--- src/rtl/i2c_slave_pkg.sv ---
package i2c_slave_pkg;

  typedef enum logic [2:0] {
    ST_IDLE,
    ST_DEV,
    ST_SUB,
    ST_WR,
    ST_RD,
    ST_SKIP
  } busState_t;

  // strobes from the control to the datapath
  typedef struct packed {
    logic shiftIn;   // take one sampled data bit into the receive register
    logic loadCnt;   // receive register -> location counter
    logic wrEn;      // receive register -> register bank at counter
    logic incCnt;    // counter + 1
    logic loadTx;    // register bank at counter -> transmit register
  } dpStrobe_t;

endpackage

--- src/rtl/i2c_slave_sync.sv ---
module i2c_slave_sync #(
  parameter int SYNC_STAGES = 2
) (
  input  logic clk,
  input  logic rstN,
  input  logic sclIn,
  input  logic sdaIn,
  output logic sclLvl,
  output logic sdaLvl,
  output logic sclRise,
  output logic sclFall,
  output logic startDet,
  output logic stopDet
);

  localparam int LAST = SYNC_STAGES - 1;

  logic [LAST:0] sclPipe;
  logic [LAST:0] sdaPipe;
  logic sclPrev;
  logic sdaPrev;

  // SYNC_STAGES must be at least 2
  always_ff @(posedge clk or negedge rstN) begin
    if (!rstN) begin
      sclPipe <= '1;
      sdaPipe <= '1;
      sclPrev <= 1'b1;
      sdaPrev <= 1'b1;
    end else begin
      sclPipe <= {sclPipe[LAST-1:0], sclIn};
      sdaPipe <= {sdaPipe[LAST-1:0], sdaIn};
      sclPrev <= sclPipe[LAST];
      sdaPrev <= sdaPipe[LAST];
    end
  end

  assign sclLvl   = sclPipe[LAST];
  assign sdaLvl   = sdaPipe[LAST];
  assign sclRise  = sclLvl & ~sclPrev;
  assign sclFall  = ~sclLvl & sclPrev;
  assign startDet = sclLvl & sclPrev & sdaPrev & ~sdaLvl;
  assign stopDet  = sclLvl & sclPrev & ~sdaPrev & sdaLvl;

endmodule

--- src/rtl/i2c_slave_dp.sv ---
module i2c_slave_dp
  import i2c_slave_pkg::*;
#(
  parameter int DATA_W = 8,
  parameter int ADDR_W = 8
) (
  input  logic              clk,
  input  logic              rstN,
  input  logic              sdaLvl,
  input  dpStrobe_t         strobe,
  output logic [DATA_W-1:0] rxByte,
  output logic [DATA_W-1:0] txByte,
  output logic              memMsb
);

  localparam int DEPTH = 1 << ADDR_W;

  logic [DATA_W-1:0] regFile [DEPTH];
  logic [ADDR_W-1:0] addrCnt;
  logic [DATA_W-1:0] memRd;

  assign memRd  = regFile[addrCnt];
  assign memMsb = memRd[DATA_W-1];

  always_ff @(posedge clk or negedge rstN) begin
    if (!rstN) begin
      rxByte  <= '0;
      txByte  <= '0;
      addrCnt <= '0;
    end else begin
      if (strobe.shiftIn) rxByte <= {rxByte[DATA_W-2:0], sdaLvl};
      if (strobe.loadTx)  txByte <= memRd;
      if (strobe.loadCnt)     addrCnt <= rxByte[ADDR_W-1:0];
      else if (strobe.incCnt) addrCnt <= addrCnt + 1'b1;
    end
  end

  always_ff @(posedge clk or negedge rstN) begin
    if (!rstN) begin
      for (int i = 0; i < DEPTH; i++) regFile[i] <= '0;
    end else if (strobe.wrEn) begin
      regFile[addrCnt] <= rxByte;
    end
  end

  AST_CNT_WRAP: assert property (@(posedge clk) disable iff (!rstN)
    (strobe.incCnt && !strobe.loadCnt) |=> addrCnt == ($past(addrCnt) + ADDR_W'(1)));

  AST_WRITE_LANDS: assert property (@(posedge clk) disable iff (!rstN)
    strobe.wrEn |=> regFile[$past(addrCnt)] == $past(rxByte));

  AST_SUB_LOAD: assert property (@(posedge clk) disable iff (!rstN)
    strobe.loadCnt |=> addrCnt == $past(rxByte[ADDR_W-1:0]));

endmodule

--- src/rtl/i2c_slave_ctrl.sv ---
module i2c_slave_ctrl
  import i2c_slave_pkg::*;
#(
  parameter int                DATA_W   = 8,
  parameter logic [DATA_W-2:0] DEV_ADDR = 7'b1000011
) (
  input  logic              clk,
  input  logic              rstN,
  input  logic              sclLvl,
  input  logic              sdaLvl,
  input  logic              sclRise,
  input  logic              sclFall,
  input  logic              startDet,
  input  logic              stopDet,
  input  logic [DATA_W-1:0] rxByte,
  input  logic [DATA_W-1:0] txByte,
  input  logic              memMsb,
  output dpStrobe_t         strobe,
  output logic              sdaOe
);

  localparam int CNT_W = $clog2(DATA_W + 2);
  localparam logic [CNT_W-1:0] BYTE_END = CNT_W'(DATA_W);
  localparam logic [CNT_W-1:0] ACK_END  = CNT_W'(DATA_W + 1);

  busState_t       state;
  logic [CNT_W-1:0] bitCnt;
  logic            isRead;
  logic            mstNack;
  logic            addrMatch;
  logic            atByteEnd;
  logic            atAckEnd;
  logic            txBit;

  assign addrMatch = (rxByte[DATA_W-1:1] == DEV_ADDR);
  assign atByteEnd = sclFall && (bitCnt == BYTE_END);
  assign atAckEnd  = sclFall && (bitCnt == ACK_END);

  // next transmit bit, MSB first, chosen by bits already clocked
  always_comb begin
    txBit = 1'b1;
    for (int i = 0; i < DATA_W; i++)
      if (bitCnt == CNT_W'(DATA_W - 1 - i)) txBit = txByte[i];
  end

  always_comb begin
    strobe.shiftIn = sclRise && (bitCnt < BYTE_END) &&
                     (state == ST_DEV || state == ST_SUB || state == ST_WR);
    strobe.loadCnt = atByteEnd && (state == ST_SUB);
    strobe.wrEn    = atByteEnd && (state == ST_WR);
    strobe.incCnt  = atByteEnd && (state == ST_WR || state == ST_RD);
    strobe.loadTx  = atAckEnd && ((state == ST_DEV && isRead) ||
                                  (state == ST_RD && !mstNack));
  end

  always_ff @(posedge clk or negedge rstN) begin
    if (!rstN) begin
      state   <= ST_IDLE;
      bitCnt  <= '0;
      isRead  <= 1'b0;
      mstNack <= 1'b1;
      sdaOe   <= 1'b0;
    end else if (startDet) begin
      state  <= ST_DEV;
      bitCnt <= '0;
      sdaOe  <= 1'b0;
    end else if (stopDet) begin
      state  <= ST_IDLE;
      bitCnt <= '0;
      sdaOe  <= 1'b0;
    end else if (sclRise) begin
      if (state != ST_IDLE && state != ST_SKIP) bitCnt <= bitCnt + 1'b1;
      if (state == ST_RD && bitCnt == BYTE_END) mstNack <= sdaLvl;
    end else if (atByteEnd) begin
      unique case (state)
        ST_DEV: begin
          if (addrMatch) begin
            sdaOe  <= 1'b1;
            isRead <= rxByte[0];
          end else begin
            state <= ST_SKIP;
            sdaOe <= 1'b0;
          end
        end
        ST_SUB, ST_WR: sdaOe <= 1'b1;
        ST_RD:         sdaOe <= 1'b0;
        default:       sdaOe <= 1'b0;
      endcase
    end else if (atAckEnd) begin
      bitCnt <= '0;
      unique case (state)
        ST_DEV: begin
          state <= isRead ? ST_RD : ST_SUB;
          sdaOe <= isRead ? ~memMsb : 1'b0;
        end
        ST_SUB: begin
          state <= ST_WR;
          sdaOe <= 1'b0;
        end
        ST_RD: begin
          if (mstNack) begin
            state <= ST_SKIP;
            sdaOe <= 1'b0;
          end else begin
            sdaOe <= ~memMsb;
          end
        end
        default: sdaOe <= 1'b0;
      endcase
    end else if (sclFall && state == ST_RD && bitCnt != '0 && bitCnt < BYTE_END) begin
      sdaOe <= ~txBit;
    end
  end

  AST_SDA_SCL_LOW: assert property (@(posedge clk) disable iff (!rstN)
    !$stable(sdaOe) |-> (!sclLvl || $past(startDet || stopDet)));

  AST_ACK_ON_MATCH: assert property (@(posedge clk) disable iff (!rstN)
    (state == ST_DEV && atByteEnd && !startDet && !stopDet && rxByte[DATA_W-1:1] == DEV_ADDR)
    |=> sdaOe);

  AST_SKIP_QUIET: assert property (@(posedge clk) disable iff (!rstN)
    (state == ST_SKIP) |-> !sdaOe);

  AST_STROBE_EXCL: assert property (@(posedge clk) disable iff (!rstN)
    $onehot0({strobe.loadCnt, strobe.wrEn, strobe.loadTx}));

  AST_IDLE_AFTER_STOP: assert property (@(posedge clk) disable iff (!rstN)
    (stopDet && !startDet) |=> (state == ST_IDLE && !sdaOe));

endmodule

--- src/rtl/i2c_reg_slave.sv ---
module i2c_reg_slave
  import i2c_slave_pkg::*;
#(
  parameter int                DATA_W      = 8,
  parameter int                ADDR_W      = 8,
  parameter int                SYNC_STAGES = 2,
  parameter logic [DATA_W-2:0] DEV_ADDR    = 7'b1000011
) (
  input  logic clk,
  input  logic rstN,
  input  logic sclIn,
  input  logic sdaIn,
  output logic sdaOe
);

  logic sclLvl, sdaLvl, sclRise, sclFall, startDet, stopDet;
  logic [DATA_W-1:0] rxByte;
  logic [DATA_W-1:0] txByte;
  logic memMsb;
  dpStrobe_t strobe;

  i2c_slave_sync #(.SYNC_STAGES(SYNC_STAGES)) i_sync (
    .clk(clk), .rstN(rstN), .sclIn(sclIn), .sdaIn(sdaIn),
    .sclLvl(sclLvl), .sdaLvl(sdaLvl), .sclRise(sclRise), .sclFall(sclFall),
    .startDet(startDet), .stopDet(stopDet)
  );

  i2c_slave_ctrl #(.DATA_W(DATA_W), .DEV_ADDR(DEV_ADDR)) i_ctrl (
    .clk(clk), .rstN(rstN), .sclLvl(sclLvl), .sdaLvl(sdaLvl),
    .sclRise(sclRise), .sclFall(sclFall), .startDet(startDet), .stopDet(stopDet),
    .rxByte(rxByte), .txByte(txByte), .memMsb(memMsb),
    .strobe(strobe), .sdaOe(sdaOe)
  );

  i2c_slave_dp #(.DATA_W(DATA_W), .ADDR_W(ADDR_W)) i_dp (
    .clk(clk), .rstN(rstN), .sdaLvl(sdaLvl), .strobe(strobe),
    .rxByte(rxByte), .txByte(txByte), .memMsb(memMsb)
  );

endmodule

--- config.mk ---
export PLATFORM = sky130hd
export DESIGN_NAME = i2c_reg_slave
export DESIGN_NICKNAME = d
export VERILOG_FILES = /design/src/rtl/i2c_slave_pkg.sv /design/src/rtl/i2c_slave_sync.sv /design/src/rtl/i2c_slave_dp.sv /design/src/rtl/i2c_slave_ctrl.sv /design/src/rtl/i2c_reg_slave.sv
export SDC_FILE = /design/constraint.sdc
export NUM_CORES = 2
export LEC_CHECK = 0
export BUFFER_PORTS_ARGS = -buffer_cell sky130_fd_sc_hd__buf_2
export CAP_MARGIN = 25
export CORE_MARGIN = 5
export CORE_UTILIZATION = 66
export CTS_BUF_LIST = sky130_fd_sc_hd__clkbuf_8
export DETAILED_ROUTE_END_ITERATION = 8
export PLACE_DENSITY = 0.82
export SLEW_MARGIN = 10
export SYNTH_ARGS = -nofsm -noshare
export SYNTH_HDL_FRONTEND = slang
export SYNTH_HIERARCHICAL = 1
export SYNTH_SLANG_ARGS = --single-unit
--- constraint.sdc ---
create_clock -name clk -period 3.5 [get_ports clk]
set_input_delay 0.175 -clock clk [delete_from_list [all_inputs] [get_ports clk]]
set_output_delay 0.175 -clock clk [all_outputs]
set_load 0.05 [all_outputs]
# ---- After elaboration in Yosys (flattened, before gate mapping)
# Cells that the tools add are included.
dict set report word_totals {
  ff_bits 2088
  output_inout_bits 1
  wordCells 389
}
dict set report classes {
  add_sub_neg 2
  n_lt_le_gt_ge 3
  eq_ne 22
  n_mux 43
  n_bitwise 17
  reduce_logical 34
}
# operator count
set ops {}
lappend ops {{bitwise mux 2048 bit} 1}
lappend ops {{binary-select mux 8 bit (select 8 bit)} 1}
lappend ops {{demux 8 bit (select 8 bit)} 1}
lappend ops {{two-way mux 8 bit} 5}
lappend ops {{two-way mux 3 bit} 9}
lappend ops {{two-way mux 4 bit} 6}
lappend ops {{two-way mux 1 bit} 17}
lappend ops {{equality test 4 x 3 -> 1 bit, second input constant} 4}
lappend ops {{logical AND 1 bit} 16}
lappend ops {{AND reduction 6 bit} 2}
lappend ops {{nonzero test 4 bit} 3}
lappend ops {{>= comparator 9 bit, second input constant} 1}
lappend ops {{< comparator 9 x 1 -> 1 bit, second input constant} 1}
lappend ops {{NOT 1 bit} 9}
lappend ops {{NOT 8 -> 9 bit} 1}
lappend ops {{case mux 3 bit (3 select lines)} 1}
lappend ops {{adder 8 x 1 -> 8 bit, second input constant} 1}
lappend ops {{equality test 4 x 2 -> 1 bit, second input constant} 2}
lappend ops {{equality test 4 bit, second input constant} 2}
lappend ops {{!= test 4 x 2 -> 1 bit, second input constant} 2}
lappend ops {{bitwise AND 1 bit} 7}
lappend ops {{equality test 7 bit, second input constant} 1}
lappend ops {{equality test 3 x 2 -> 1 bit, second input constant} 2}
lappend ops {{!= test 3 bit, second input constant} 2}
lappend ops {{20 further kinds} 24}

# ---- Logic depth before layout (Yosys ltp)
dict set report logic_depth {
  ltp_word 16
  ltp_mapped 14
}

# ---- Cells and area by module
# Netlist, hierarchy kept.
# module instances cells_per_inst area_each_um2 seq_area_each_um2
set modules_own_cells {}
lappend modules_own_cells {i2c_slave_dp 1 6021 94353.0 51849.7}
lappend modules_own_cells {i2c_slave_ctrl 1 105 938.4 251.5}
lappend modules_own_cells {i2c_slave_sync 1 10 190.2 157.7}

# ---- Worst setup path before layout
# Ideal clock, no wire load.
dict set report synth_path {
  path_type {reg-to-reg}
  startpoint {register i_sync.sclPrev}
  endpoint {register i_dp/regFile[1792] in the netlist's numbering}
  setup_ns 0.125
  arrival_time_ns 3.010
  t_required_ns 3.375
  setup_slack_ns 0.366
  path_stages_with_launch 11
  n_path_buf 4
  period_less_slack_ns 3.134
  cell_sequence {dfstp_2 > nor2b_1 > nand4b_1 > buf_2 > nor2_1 > clkbuf_1 > clkbuf_1 > nand3_1 > clkbuf_1 > nor2_1 > mux2_2}
}
# element line_no
set synth_rtl {}
lappend synth_rtl {{from (decl)} i2c_slave_sync.sv:20} ;# logic sclPrev;
lappend synth_rtl {{from (signal assigned)} i2c_slave_sync.sv:33} ;# sclPrev <= sclPipe[LAST];
lappend synth_rtl {{to (signal, indexed assignment)} i2c_slave_dp.sv:42} ;# regFile[addrCnt] <= rxByte;
lappend synth_rtl {{to (decl)} i2c_slave_dp.sv:18} ;# logic [DATA_W-1:0] regFile [DEPTH];

# ---- Final worst setup path
dict set report layout_path {
  startpoint {register i_dp.addrCnt[7]}
  endpoint {register i_dp/regFile[97] in the netlist's numbering}
}
dict set report layout_between {
  elab_chain_cells 6
}
# element line_no
set layout_rtl {}
lappend layout_rtl {{from (decl)} i2c_slave_dp.sv:19} ;# logic [ADDR_W-1:0] addrCnt;
lappend layout_rtl {{from (signal assigned)} i2c_slave_dp.sv:33} ;# if (strobe.loadCnt) addrCnt <= rxByte[ADDR_W-1:0];
lappend layout_rtl {{from (signal assigned)} i2c_slave_dp.sv:34} ;# else if (strobe.incCnt) addrCnt <= addrCnt + 1'b1;
lappend layout_rtl {{NOT 8 -> 9 bit (not written as such) (*)} i2c_slave_dp.sv:42}
lappend layout_rtl {{>= comparator 9 bit (not written as such) / < comparator 9 x 1 -> 1 bit (equally long branches)} i2c_slave_dp.sv:42}
lappend layout_rtl {{logical AND 1 bit (not written as such)} i2c_slave_dp.sv:42}
lappend layout_rtl {{two-way mux 8 bit (not written as such)} i2c_slave_dp.sv:42}
lappend layout_rtl {{demux 8 bit (select 8 bit) (*)} i2c_slave_dp.sv:42}
lappend layout_rtl {{bitwise mux 2048 bit (*)} i2c_slave_dp.sv:42}
# Every way passes the cells marked *; elsewhere a longest branch is shown, timed or not.
# A chain may end at the register's enable or synchronous reset.

==> results.md <==
- RSZ-0062 raised after global routing: no
- DP Wirelength: 166 mm
- Starting density of the core: 0.665
- Num CTS Buffers: 350
- Syn-to-layout area delta: 12.0%
- PD cells: 467 nW/um2
- Clock Latency Late Sink: 1.05 ns
- IO buf count: 4
- Final hold viol count: 0
- Commonest register cell after synthesis: dfrtp_1
- Number of library cell types mapped by synthesis: 74
- Initial antenna violation count: 6
- Netlist Area Pre-Place: approximately 95000 um2
- Worst path required time: 4.38 ns
- R2R depth: 6
- Final #Nets: 6486
- Setup TNS Final: -0.0236 ns
- Worst Setup EP: i_dp/regFile[97]$_DFFE_PN0P_
- Core Footprint: ~140000 um2
- Post-synth EDFFs: 0
- Drc violations: 0
- Reg-to-reg endpoint: i_dp/regFile[97]$_DFFE_PN0P_
- DR WL/cell: 29.5 um
- Crit path time final: 3.52 ns
- Root Buffer: clkbuf_8
- Via count: 58500
- H-Tree Depth: 5
- Status: finished, violations left
- Die Height: slightly below 400 um
- Instance area at placement: 99900 um2
- Vias in the first global route: 61900
- Final Instance Area: ~110000 um2
- TritonCTS clock tree: built
- Std cell rows: 139
- Worst r2r src: i_dp/addrCnt[7]$_DFFE_PN0P_
- Share of layout cells above drive strength 1: 0.530
- Largest net degree at the start of global routing: approximately 230
- DRT iter0 DRCs: 5406
- Failing checks: setup timing
- Crit path capture type: flop
- Worst Setup SP: i_dp/addrCnt[7]$_DFFE_PN0P_
- GP Congestion: roughly 0.94
- Antenna Nets Post-Route: 0
- VDD IR-drop max: just under 0.7 mV
- Crit path kind: reg2reg
- Ports: 5
- Crit-path max FO: 11
- Tightest Hold Check Type: in2async
- Max Root-Sink Buffers: 4
- Yosys warning total: 6
- Worst R2R Setup Slack: -0.02 ns
- F_max: 0.284 GHz
- Synthesized flop and latch total: 2088
- Drt pass-1 iters: 6
- Clock slew at reported path FFs: 0.06 ns
- Cell leakage power: 0.0516 uW
- Multi-input logic area: between 40000 and 50000 um2
- Filler Cell Count: 8464
- Routed wire length: 255 mm
- Syn Nets: between 6000 and 7000
- Synth async-reset ratio: 1.00
- Register area: 52300 um2
- Die area: 152000 um2
- Syn Area/Cell: roughly 16 um2
- Count of final setup violators: 1
- Slew at the pin closest to its max-slew limit: 1.25 ns
- Max Cap Viol: 0
- Gr usage total: 0.340
- Die W: 390 um
- Final slew viol count: 0
- Register area share after synthesis: 0.547
- Overflow after GRT: 0
- Slew headroom: 0.166
- Synth Instances: roughly 6100
- Vias/cell: 6.77
- Clock sinks: 2088
- Period Utilization, post-route: 1.01
- Crit path DAT: 4.40 ns
- Type of origin of the critical path: flop
- Final Skew: 0.0719 ns
- First-pass GRT wire length: 393 mm
- Fin worst setup slack: -0.0236 ns
Yosys cell counts (20+ instances only):
cell,instances,share of area
mux4_2,506,0.12
nor2_1,206,0.0081
buf_4,40,0.0031
nor3_1,21,0.0011
dfrtp_1,2081,0.55
nand3_1,44,0.0023
nand2_1,221,0.0087
a21oi_1,50,0.0026
mux2_2,2073,0.24
a22oi_1,69,0.0054
buf_2,82,0.0043
clkbuf_1,305,0.012
buf_6,20,0.0024
mux2i_1,140,0.015
power by group:
part	switching [uW]	total (uW)	internal, uW	leakage (uW)
Combinational	3270	3810	544	0.0184
Clock	9620	21300	11700	0.00401
Sequential	584	24800	24200	0.0291
Total	13500	50000	36500	0.0516
per-stage QoR:
| step | setup slack, ns | total power [uW] | hold WS (ns) | utilization | cells |
|---|---|---|---|---|---|
| global route | 0.0349 | 51600 | 0.301 | 0.745 | 8630 |
| detailed placement | -0.00182 | 28900 | 0.0390 | 0.695 | 8012 |
| finish | -0.0236 | 50000 | 0.316 | 0.745 | 8634 |
| floorplan | 0.366 | 27100 | -0.121 | - | 6136 |
| global placement | -0.0528 | 28800 | 0.0440 | 0.695 | 8012 |
| CTS | 0.00442 | 50200 | 0.265 | 0.744 | 8621 |
cells by family (layout without fill, tap and decap cells):
logic type      Yosys count  in the layout  share of synthesized area
mux                    2733           2733                      0.382
flops                  2088           2088                      0.547
simple gates            568            568                     0.0257
buf+inv                 473           1061                     0.0233
compound gates          257            257                     0.0195
xor+xnor                  9              9                   0.000825
fa+ha+maj                 8              8                    0.00105
other cells               0              7                          0
placed cells by master (no fill, tap or decap), drive strengths merged, types with 8 or more instances in the layout:
master	synthesis	routed
clkinv	1	29
buf	157	442
nor4	8	8
a22oi	71	71
o221ai	11	11
mux4	520	520
nor2b	19	19
dfrtp	2081	2081
nand3	44	44
o21ai	20	20
nor2	207	207
mux2	2073	2073
inv	10	126
a32oi	18	18
o22ai	12	12
nand2	221	221
a31oi	8	8
nor3	21	21
ha	8	8
a21oi	50	50
nand2b	13	13
clkbuf	305	448
nand4	9	9
mux2i	140	140
how the worst min path moves through the flow:
| stage | startpoint | to | slack [ns] | cells past startpoint |
|---|---|---|---|---|
| 3_3_place_gp | rstN | i_dp/regFile[1489]$_DFFE_PN0P_ | 0.04 | 1 |
| 4_1_cts | rstN | i_dp/regFile[1494]$_DFFE_PN0P_ | 0.27 | 4 |
| 3_5_place_dp | rstN | i_dp/regFile[1497]$_DFFE_PN0P_ | 0.04 | 1 |
| 6_report | rstN | i_dp/regFile[1494]$_DFFE_PN0P_ | 0.32 | 4 |
| 2_1_floorplan | rstN | i_ctrl/bitCnt[0]$_DFFE_PN0P_ | -0.12 | 0 |
| 5_1_grt | rstN | i_dp/regFile[1494]$_DFFE_PN0P_ | 0.30 | 4 |
worst max-delay path: stages, from the launching register on:
cell and delay (ns):
dfrtp_1 0.74, buf_4 0.28, nand3_1 0.66, buf_4 0.43, nor3_1 0.58, buf_4 0.34
mux2_2 0.36
area by class of cell:
cell class,instances,area share
Multi-Input combinational cell,3575,0.384
Tap cell,1903,0.0223
Timing Repair Buffer,448,0.0394
Clock buffer,448,0.0576
Sequential cell,2088,0.489
Antenna cell,7,0.000164
Inverter,11,0.000456
Clock inverter,154,0.00699
state kept, by name, summed over array words and instances, names as in the netlist:
signal and flops:
i_sync/sclPrev 1, i_ctrl/mstNack 1, i_sync/sdaPipe 2, i_dp/regFile 2048, i_dp/txByte 8, i_sync/sdaPrev 1, i_dp/addrCnt 8, i_ctrl/bitCnt 4
i_sync/sclPipe 2, i_dp/rxByte 8, i_ctrl/isRead 1, i_ctrl/state 3, i_ctrl/sdaOe 1
routing by layer:
metal  vias up  track usage  wire, um
met5         -            0        13
met4         2        0.151     13100
met3       748       0.0920     23300
met2      2721        0.516    118000
met1     31300        0.472    101000
li1      23700            -         -
repair_timing:
item                                    in CTS  in global routing
buffers inserted                             0                  5
hold buffers                                 7                  0
endpoints found under the setup margin       0                  4
hold endpoints to repair                  2029                  0
gates resized for setup                      0                  6
No activity file was read; power rests on OpenSTA's default activity.
